--- src/rtl/zrle_pkg.sv ---
`timescale 1ns/1ps
package zrle_pkg;
    localparam int WORD_W    = 8;
    localparam int OUT_W     = 8;
    localparam int MAX_RUN   = 16;
    localparam int LEN_W     = $clog2(MAX_RUN);
    localparam int RUN_SYM_W = LEN_W + 1;
    localparam int SYM_W     = RUN_SYM_W + 1;
    localparam int ACC_W     = 2 * OUT_W;
    localparam int FILL_W    = $clog2(ACC_W + 1);
    localparam int SLEN_W    = $clog2(SYM_W + 1);
    localparam int CNT_W     = $clog2(MAX_RUN + 1);

    typedef logic [SYM_W-1:0] sym_bits_t;

    typedef struct packed {
        sym_bits_t         bits;
        logic [SLEN_W-1:0] len;
    } sym_t;

    // Zero-run symbol: flag 0 in bit 0, (count-1) above it.
    function automatic sym_bits_t run_code(input logic [CNT_W-1:0] n);
        logic [CNT_W-1:0] f;
        f = n - CNT_W'(1);
        return sym_bits_t'({f[LEN_W-1:0], 1'b0});
    endfunction
endpackage

--- src/rtl/zrle_symgen.sv ---
`timescale 1ns/1ps
module zrle_symgen
    import zrle_pkg::*;
(
    input  logic              clk,
    input  logic              rst,
    input  logic              word_fire,
    input  logic [WORD_W-1:0] word,
    input  logic              flush_fire,
    output sym_t              sym
);
    logic [CNT_W-1:0] run_cnt;
    logic [CNT_W-1:0] run_nxt;
    logic [CNT_W-1:0] cnt_inc;
    logic             is_zero;

    always_comb begin
        is_zero = ~|word;
        cnt_inc = run_cnt + CNT_W'(1);
        sym     = '0;
        run_nxt = run_cnt;
        if (word_fire) begin
            if (is_zero) begin
                if (cnt_inc == CNT_W'(MAX_RUN) || flush_fire) begin
                    sym.bits = run_code(cnt_inc);
                    sym.len  = SLEN_W'(RUN_SYM_W);
                    run_nxt  = '0;
                end else begin
                    run_nxt  = cnt_inc;
                end
            end else begin
                if (run_cnt != '0) begin
                    sym.bits = run_code(run_cnt) | (sym_bits_t'(1) << RUN_SYM_W);
                    sym.len  = SLEN_W'(RUN_SYM_W + 1);
                end else begin
                    sym.bits = sym_bits_t'(1);
                    sym.len  = SLEN_W'(1);
                end
                run_nxt = '0;
            end
        end else if (flush_fire && run_cnt != '0) begin
            sym.bits = run_code(run_cnt);
            sym.len  = SLEN_W'(RUN_SYM_W);
            run_nxt  = '0;
        end
    end

    always_ff @(posedge clk) begin
        if (rst) run_cnt <= '0;
        else     run_cnt <= run_nxt;
    end

    // an open run never holds the saturation count
    assert_run_bound_R3: assert property (@(posedge clk) disable iff (rst)
        run_cnt < CNT_W'(MAX_RUN));
endmodule

--- src/rtl/zrle_side.sv ---
`timescale 1ns/1ps
module zrle_side
    import zrle_pkg::*;
(
    input  logic              clk,
    input  logic              rst,
    input  logic              word_fire,
    input  logic [WORD_W-1:0] word,
    output logic              nz_valid,
    output logic [WORD_W-1:0] nz_data
);
    always_ff @(posedge clk) begin
        if (rst) begin
            nz_valid <= 1'b0;
            nz_data  <= '0;
        end else begin
            nz_valid <= word_fire && (|word);
            if (word_fire) nz_data <= word;
        end
    end

    // forwarded words are never zero
    assert_nz_nonzero_R7: assert property (@(posedge clk) disable iff (rst)
        nz_valid |-> (nz_data != '0));
endmodule

--- src/rtl/zrle_packer.sv ---
`timescale 1ns/1ps
module zrle_packer
    import zrle_pkg::*;
(
    input  logic             clk,
    input  logic             rst,
    input  sym_t             sym,
    input  logic             flush_fire,
    input  logic             out_ready,
    output logic             out_valid,
    output logic [OUT_W-1:0] out_data,
    output logic             out_last,
    output logic             room
);
    logic [ACC_W-1:0]  acc, acc_nxt;
    logic [FILL_W-1:0] fill, fill_nxt, take, rem;
    logic              flush_pend;

    always_comb begin
        out_valid = (fill >= FILL_W'(OUT_W)) || (flush_pend && fill != '0);
        out_last  = flush_pend && fill != '0 && fill <= FILL_W'(OUT_W);
        out_data  = acc[OUT_W-1:0];
        take      = '0;
        if (out_valid && out_ready)
            take = (fill >= FILL_W'(OUT_W)) ? FILL_W'(OUT_W) : fill;
        rem      = fill - take;
        room     = !flush_pend && (rem <= FILL_W'(ACC_W - SYM_W));
        acc_nxt  = (acc >> take) | (ACC_W'(sym.bits) << rem);
        fill_nxt = rem + FILL_W'(sym.len);
    end

    always_ff @(posedge clk) begin
        if (rst) begin
            acc        <= '0;
            fill       <= '0;
            flush_pend <= 1'b0;
        end else begin
            acc  <= acc_nxt;
            fill <= fill_nxt;
            if (flush_fire)
                flush_pend <= 1'b1;
            else if (flush_pend && (fill == '0 || (out_last && out_ready)))
                flush_pend <= 1'b0;
        end
    end

    // a stalled beat stays offered and unchanged
    assert_hold_R8: assert property (@(posedge clk) disable iff (rst)
        (out_valid && !out_ready) |=> (out_valid && $stable(out_data)));

    // admission keeps the accumulator within its width
    assert_fill_bound_R8: assert property (@(posedge clk) disable iff (rst)
        fill <= FILL_W'(ACC_W));

    // after the last beat nothing remains to send
    assert_last_drains_R6: assert property (@(posedge clk) disable iff (rst)
        (out_valid && out_last && out_ready) |=> !out_valid);
endmodule

--- src/rtl/zrle_encoder.sv ---
`timescale 1ns/1ps
module zrle_encoder
    import zrle_pkg::*;
(
    input  logic              clk,
    input  logic              rst,
    input  logic              in_valid,
    output logic              in_ready,
    input  logic [WORD_W-1:0] in_data,
    input  logic              flush,
    output logic              out_valid,
    input  logic              out_ready,
    output logic [OUT_W-1:0]  out_data,
    output logic              out_last,
    output logic              nz_valid,
    output logic [WORD_W-1:0] nz_data
);
    logic room;
    logic word_fire;
    logic flush_fire;
    sym_t sym;

    assign in_ready   = room;
    assign word_fire  = in_valid && room;
    assign flush_fire = flush && room;

    zrle_symgen u_symgen (
        .clk        (clk),
        .rst        (rst),
        .word_fire  (word_fire),
        .word       (in_data),
        .flush_fire (flush_fire),
        .sym        (sym)
    );

    zrle_packer u_packer (
        .clk        (clk),
        .rst        (rst),
        .sym        (sym),
        .flush_fire (flush_fire),
        .out_ready  (out_ready),
        .out_valid  (out_valid),
        .out_data   (out_data),
        .out_last   (out_last),
        .room       (room)
    );

    zrle_side u_side (
        .clk       (clk),
        .rst       (rst),
        .word_fire (word_fire),
        .word      (in_data),
        .nz_valid  (nz_valid),
        .nz_data   (nz_data)
    );
endmodule

--- config.mk ---
export PLATFORM = sky130hd
export DESIGN_NAME = zrle_encoder
export DESIGN_NICKNAME = d
export VERILOG_FILES = /design/src/rtl/zrle_pkg.sv /design/src/rtl/zrle_symgen.sv /design/src/rtl/zrle_side.sv /design/src/rtl/zrle_packer.sv /design/src/rtl/zrle_encoder.sv
export SDC_FILE = /design/constraint.sdc
export NUM_CORES = 1
export LEC_CHECK = 0
export BUFFER_PORTS_ARGS = -buffer_cell sky130_fd_sc_hd__buf_4
export CORE_ASPECT_RATIO = 0.7
export CORE_MARGIN = 4
export CORE_UTILIZATION = 65
export CTS_BUF_LIST = sky130_fd_sc_hd__clkbuf_4
export CTS_CLUSTER_DIAMETER = 50
export CTS_CLUSTER_SIZE = 24
export DETAILED_ROUTE_END_ITERATION = 8
export PLACE_DENSITY = 0.89
export SLEW_MARGIN = 20
export SYNTH_ARGS = -nofsm -noshare
export SYNTH_HDL_FRONTEND = slang
export SYNTH_HIERARCHICAL = 1
export SYNTH_SLANG_ARGS = --single-unit
--- constraint.sdc ---
create_clock -name clk -period 15.1 [get_ports clk]
set_input_delay 3.02 -clock clk [delete_from_list [all_inputs] [get_ports clk]]
set_output_delay 3.02 -clock clk [all_outputs]
set_load 0.02 [all_outputs]
==> results.sh, run 1 <==
export IMPL_status="finished clean"
export IMPL_synth_top_area_frac=0.219
export IMPL_grt_pass1_wl_mm=15.1
export IMPL_slew_limit_headroom=0.394
export IMPL_routed_via_density=7.02
export IMPL_met3_length_mm=1.53
export IMPL_yosysSeqAreaShare=0.219
export IMPL_wl_met1_mm=4.22
export IMPL_numCtsBuffers=5
export IMPL_cts_repair_resize_count=0
export IMPL_critical_path_endpoint_type="output port"
export IMPL_p_int_mw=0.218
export IMPL_die_w_um=93.0
export IMPL_yosysUniqueCellTypes=73
export IMPL_holdWs_ns=0.508
export IMPL_row_count=21
export IMPL_dr_pass1_iters=6
export IMPL_wire_per_inst_um=19.6
export IMPL_setup_tns_ns=0
export IMPL_core_um2=4830
export IMPL_synth_nets=447
export IMPL_power_leakage_nw=1.30
export IMPL_synthAdderAreaFrac=0.0541
export IMPL_p_per_area_nw_per_um2=124
export IMPL_syn_area_um2=3290
export IMPL_cp_start_kind="input port"
export IMPL_grt_pass1_vias=2867
export IMPL_drv_cap=0
export IMPL_finish_utilization=0.713
export IMPL_antenna_found_initial=0
export IMPL_fin_nets=450
export IMPL_seq_power_share=0.314
export IMPL_cts_root_buf="clkbuf_4"
export IMPL_ir_drop_mv=0.0546
export IMPL_p_comb_frac=0.564
export IMPL_fin_crit_sh=0.621
export IMPL_drcViolationCount=0
export IMPL_antenna_cells=0
export IMPL_synth_xor_area_share=0.0156
export IMPL_multiInputGateArea_um2=2260
export IMPL_cts_buffer_depth=2
export IMPL_synth_area_leader_cell="dfxtp_1"
export IMPL_initial_utilization=0.680
export IMPL_cts_setup_buffers=0
export IMPL_p_clk_frac=0.122
export IMPL_synthToLayoutAreaGrowth_pct=4.91
export IMPL_met2WireLength_mm=3.80
export IMPL_critPathRequiredTime_ns=12.08
export IMPL_synth_area_per_cell_um2=7.81
export IMPL_yosys_top_cells_count="dfxtp_1 (36), nor2_1 (36), a21oi_1 (33)"
export IMPL_seq_area_um2=721
export IMPL_power_mw=0.428
export IMPL_topRoutingLayerUsed="met4"
export IMPL_cts_max_level=2
export IMPL_worst_pin_slew_ns=0.905
export IMPL_cp_arrival_ns=6.35
export IMPL_yosys_warnings=6
export IMPL_nFillCells=392
export IMPL_grt_overflow=0
export IMPL_period_needed_ns=9.37
export IMPL_synth_edf_count=0
export IMPL_ant_nets=0
export IMPL_ff2ff_setup_slack_ns=8.57
export IMPL_synth_area_leaders="dfxtp_1 (22%), mux2i_1 (6.7%), a21oi_1 (5.0%), ha_1 (4.2%), nor2_1 (4.1%)"
export IMPL_fmax_mhz=107
export IMPL_hold_buffers=0
export IMPL_synthFlopType="dfxtp_1"
export IMPL_fin_skew_ns=0.0118
export IMPL_drt_total_wl_mm=9.71
export IMPL_ys_ff_latch=36
export IMPL_grt_start_max_net_pins=40
export IMPL_gp_congestion=1.06
export IMPL_cts_tree="done"
export IMPL_io_pins=33
export IMPL_drive_gt1_frac=0.146
export IMPL_path_clk_slew_ns=0.12
export IMPL_dieArea_um2=6280
export IMPL_yosys_area_share_simple=0.241
export IMPL_rsz0062_at_grt="no"
export IMPL_grt_util_all_layers=0.307
export IMPL_setup_violations=0
export IMPL_hold_class="flop to flop"
export IMPL_switching_share=0.491
export IMPL_yosys_mux_area_fraction=0.101
export IMPL_path_max_fanout=15
export IMPL_synth_compound_area_frac=0.277
export IMPL_path_class="input port to output port"
export IMPL_clock_sinks=36
export IMPL_postSynth_asyncResetShare=0
export IMPL_syn_inst=421
export IMPL_clk_latency_ns=0.35
export IMPL_hold_violations=0
export IMPL_dieHeight_um=67.5
export IMPL_first_iter_violations=563
export IMPL_maxSlewViolCount=0
export IMPL_portBuffers=32
export IMPL_vias=3468
export IMPL_hpwl_mm=7.13
export IMPL_synth_top_family_by_area="compound AO/OA/AOI/OAI gates"
export IMPL_p_sw_mw=0.210
==> worst max-delay path: stages <==
cell and delay [ns]:
buf_4 0.10, nand4bb_1 0.59, nor2_4 0.46, inv_2 0.12
ha_1 0.36, and3b_1 0.24, or3_1 0.48, nand2_2 0.25
a21oi_1 0.08, nor4_1 0.43, buf_4 0.22
==> cell usage in the layout (no fill, tap or decap), drive strengths merged, types with 4 or more instances in the layout <==
cell type / n
dfxtp: 36
nand4: 5
and3: 9
a32oi: 4
o21a: 5
nand3: 14
o21ai: 20
and2: 5
ha: 11
a211oi: 10
clkbuf: 5
a21oi: 33
a31o: 4
buf: 33
nand2b: 4
mux2i: 22
a41oi: 4
o22ai: 6
a31oi: 8
inv: 20
o211ai: 4
nor2: 37
a211o: 4
nor4: 6
xnor2: 4
or3: 6
nor2b: 9
nor3: 10
nand2: 29
mux2: 6
==> sequential cells by signal, summed over array words and instances (netlist names) <==
name                 cells
u_side/nz_valid          1
u_packer/fill            5
u_symgen/run_cnt         5
u_side/nz_data           8
u_packer/acc            16
u_packer/flush_pend      1
==> worst paths after layout <==
kind | endpoint | start | cells after the start
setup / recovery | in_ready | out_ready | 11
hold reg to reg | u_side/nz_data[6] | u_side/nz_data[6] | 2
hold / removal | u_side/nz_data[6] | u_side/nz_data[6] | 2
setup reg to reg | u_packer/acc[7] | u_packer/fill[3] | 18
==> power groups by stage <==
stage | registers (mW) | clock network, mW | logic [mW]
after floorplan | 0.134 | 0 | 0.176
after global placement | 0.135 | 0 | 0.226
after detailed placement | 0.135 | 0 | 0.231
after CTS | 0.133 | 0.0530 | 0.233
after global routing | 0.136 | 0.0583 | 0.257
final | 0.134 | 0.0522 | 0.241
==> kinds of logic (layout without fill, tap and decap cells) <==
logic type / count (synthesis) / in the layout
AOI/OAI and AO/OA: 131 / 131
DFF: 36 / 36
adders and majority gates: 13 / 13
muxes: 30 / 30
buffers and inverters: 57 / 61
and+or+nand+nor: 149 / 149
xor gates and xnor gates: 5 / 5
==> final cells by class <==
type / count / area share
Multi-Input combinational cell: 328 / 0.656
Sequential cell: 36 / 0.209
Timing Repair Buffer: 33 / 0.0718
Tap cell: 69 / 0.0250
Inverter: 20 / 0.0218
Clock buffer: 5 / 0.0109
Clock inverter: 3 / 0.00544
==> metal layers <==
| metal | vias up | GRT usage |
|---|---|---|
| met3 | 29 | 0.0869 |
| met2 | 291 | 0.417 |
| met4 | 0 | 0.0567 |
| met1 | 1570 | 0.476 |
| li1 | 1578 | - |
| met5 | - | 0 |
==> metrics by stage <==
step           std cells  setup WS, ns  instance area [µm²]
2_1_floorplan        421          6.45                 3290
3_3_place_gp         486          5.94                 3390
3_5_place_dp         486          5.84                 3390
4_1_cts              494          5.82                 3450
5_1_grt              494          5.48                 3450
6_report             494          5.73                 3450
Power figures use the tool's default switching activity.
==> inputs of run 2 (changes only) <==
- CORE_UTILIZATION: 65 -> 62
- PLACE_DENSITY: 0.89 -> 0.85
- clock period: 15.1 -> 9.6 ns (I/O delays scaled with it)
==> run 2 against run 1 <==
Compared with the run above: worst setup slack lost 3.7 ns; clock skew shrank 0.00076 ns; core utilization shrank 1.7 points; non-clock buffer count is the same; wire length shrank 1.0%; design area shrank 0.33%; register-to-register slack lost 5.4 ns; clock power grew 49%; critical endpoint is now u_packer/acc[7]; largest power group unchanged; highest routed layer unchanged.
==> results.sh, run 2 (synthesis gave the netlist of run 1 again) <==
export IMPL_vias=3465
export IMPL_synthToLayoutAreaGrowth_pct=4.57
export IMPL_critPathRequiredTime_ns=9.83
export IMPL_critical_path_endpoint_type="flop"
export IMPL_slew_limit_headroom=0.428
export IMPL_path_class="input port to flop"
export IMPL_cts_buffer_depth=2
export IMPL_grt_overflow=0
export IMPL_mostFrequentLayoutCells="nor2_1 (36), dfxtp_1 (36), buf_4 (33), a21oi_1 (33), nand2_1 (28)"
export IMPL_regToRegEndpoint="u_packer/acc[7]"
export IMPL_numCtsBuffers=5
export IMPL_dieArea_um2=6550
export IMPL_fin_nets=450
export IMPL_hold_violations=0
export IMPL_drive_gt1_frac=0.142
export IMPL_status="finished clean"
export IMPL_largest_reg_flops=16
export IMPL_grt_pass1_vias=2825
export IMPL_portBuffers=32
export IMPL_gp_congestion=1.04
export IMPL_min_delay_start="u_side/nz_data[0]"
export IMPL_reg2reg_depth=19
export IMPL_worst_pin_slew_ns=0.855
export IMPL_grt_start_max_net_pins=40
export IMPL_initial_utilization=0.665
export IMPL_power_leakage_nw=1.30
export IMPL_post_dp_cell_area_um2=3390
export IMPL_ir_drop_mv=0.0848
export IMPL_antenna_cells=0
export IMPL_fin_skew_ns=0.0111
export IMPL_whs_path_depth=2
export IMPL_drt_total_wl_mm=9.61
export IMPL_row_count=21
export IMPL_antenna_found_initial=0
export IMPL_clk_latency_ns=0.35
export IMPL_largest_register="u_packer/acc"
export IMPL_dr_pass1_iters=6
export IMPL_cp_arrival_ns=7.81
export IMPL_timing_rr_start="u_packer/fill[3]"
export IMPL_p_per_area_nw_per_um2=195
export IMPL_fmax_mhz=132
export IMPL_ff2ff_setup_slack_ns=3.20
export IMPL_cts_max_level=2
export IMPL_wire_per_inst_um=19.5
export IMPL_cts_root_buf="clkbuf_4"
export IMPL_clock_sinks=36
export IMPL_cts_setup_buffers=0
export IMPL_setup_violations=0
export IMPL_hpwl_mm=7.07
export IMPL_cts_repair_resize_count=0
export IMPL_drv_cap=0
export IMPL_cts_tree="done"
export IMPL_rsz0062_at_grt="no"
export IMPL_hold_class="flop to flop"
export IMPL_maxSlewViolCount=0
export IMPL_path_max_fanout=19
export IMPL_design_area_um2=3440
export IMPL_cp_start_kind="input port"
export IMPL_first_iter_violations=572
export IMPL_dieHeight_um=68.9
export IMPL_path_clk_slew_ns=0.12
export IMPL_grt_util_all_layers=0.300
export IMPL_drcViolationCount=0
export IMPL_io_pins=33
export IMPL_hold_path_end="u_side/nz_data[0]"
export IMPL_hold_buffers=0
export IMPL_routed_via_density=7.03
export IMPL_period_needed_ns=7.58
export IMPL_ant_nets=0
export IMPL_grt_pass1_wl_mm=15.0
export IMPL_nFillCells=419
export IMPL_setup_tns_ns=0
export IMPL_reg_largest_list="u_packer/acc (16), u_side/nz_data (8)"
export IMPL_fin_crit_sh=0.789
export IMPL_die_w_um=95.0
export IMPL_core_um2=4940
## run 2: layer usage
layer,wire length (µm),global-route usage
met5,0,0
met4,94,0.0612
met3,1540,0.0857
met2,3740,0.405
met1,4240,0.462
## run 2: how the worst max path moves through the flow
stage                   start                to  slack (ns)
finish              out_ready   u_packer/acc[7]        2.02
global route        out_ready  u_packer/acc[12]        1.66
CTS                 out_ready   u_packer/acc[7]        2.26
detailed placement  out_ready   u_packer/acc[7]        1.95
global placement    out_ready   u_packer/acc[7]        2.17
floorplan           out_ready   u_packer/acc[6]        2.78
## run 2: critical path: stages
cell       delay (ns)
buf_4            0.10
nand4bb_1        0.61
nor2_4           0.45
inv_2            0.13
ha_1             0.37
and3b_1          0.26
or3_1            0.48
nand2_2          0.25
a21oi_1          0.08
nor4_1           0.45
and2_1           0.73
and3_1           0.41
nor2_1           0.12
a31oi_1          0.17
o22ai_1          0.16
mux4_2           0.55
nand2_1          0.09
o21ai_0          0.13
a32oi_1          0.24
a31oi_1          0.10
## run 2: through the flow
step	std cells	worst slack, ns	utilization	hold WS, ns	power, mW
2_1_floorplan	421	2.78	-	0.498	0.488
3_3_place_gp	486	2.17	0.687	0.481	0.570
3_5_place_dp	486	1.95	0.687	0.489	0.578
4_1_cts	493	2.26	0.696	0.519	0.656
5_1_grt	493	1.66	0.696	0.545	0.707
6_report	493	2.02	0.696	0.513	0.670
## run 2: power breakdown
part | internal (mW) | total, mW | switching, mW
clock network | 0.0256 | 0.0780 | 0.0524
logic | 0.138 | 0.380 | 0.241
registers | 0.176 | 0.212 | 0.0358
total | 0.340 | 0.670 | 0.330
## run 2: area by class of cell
| class | instances | area, µm² | area share |
|---|---|---|---|
| clock buffer | 5 | 37.5 | 0.0109 |
| clock inverter | 2 | 7.51 | 0.00218 |
| timing repair buffer | 33 | 248 | 0.0721 |
| sequential | 36 | 721 | 0.210 |
| multi-input combinational | 328 | 2260 | 0.658 |
| tap | 69 | 86.3 | 0.0251 |
| inverter | 20 | 75.1 | 0.0218 |
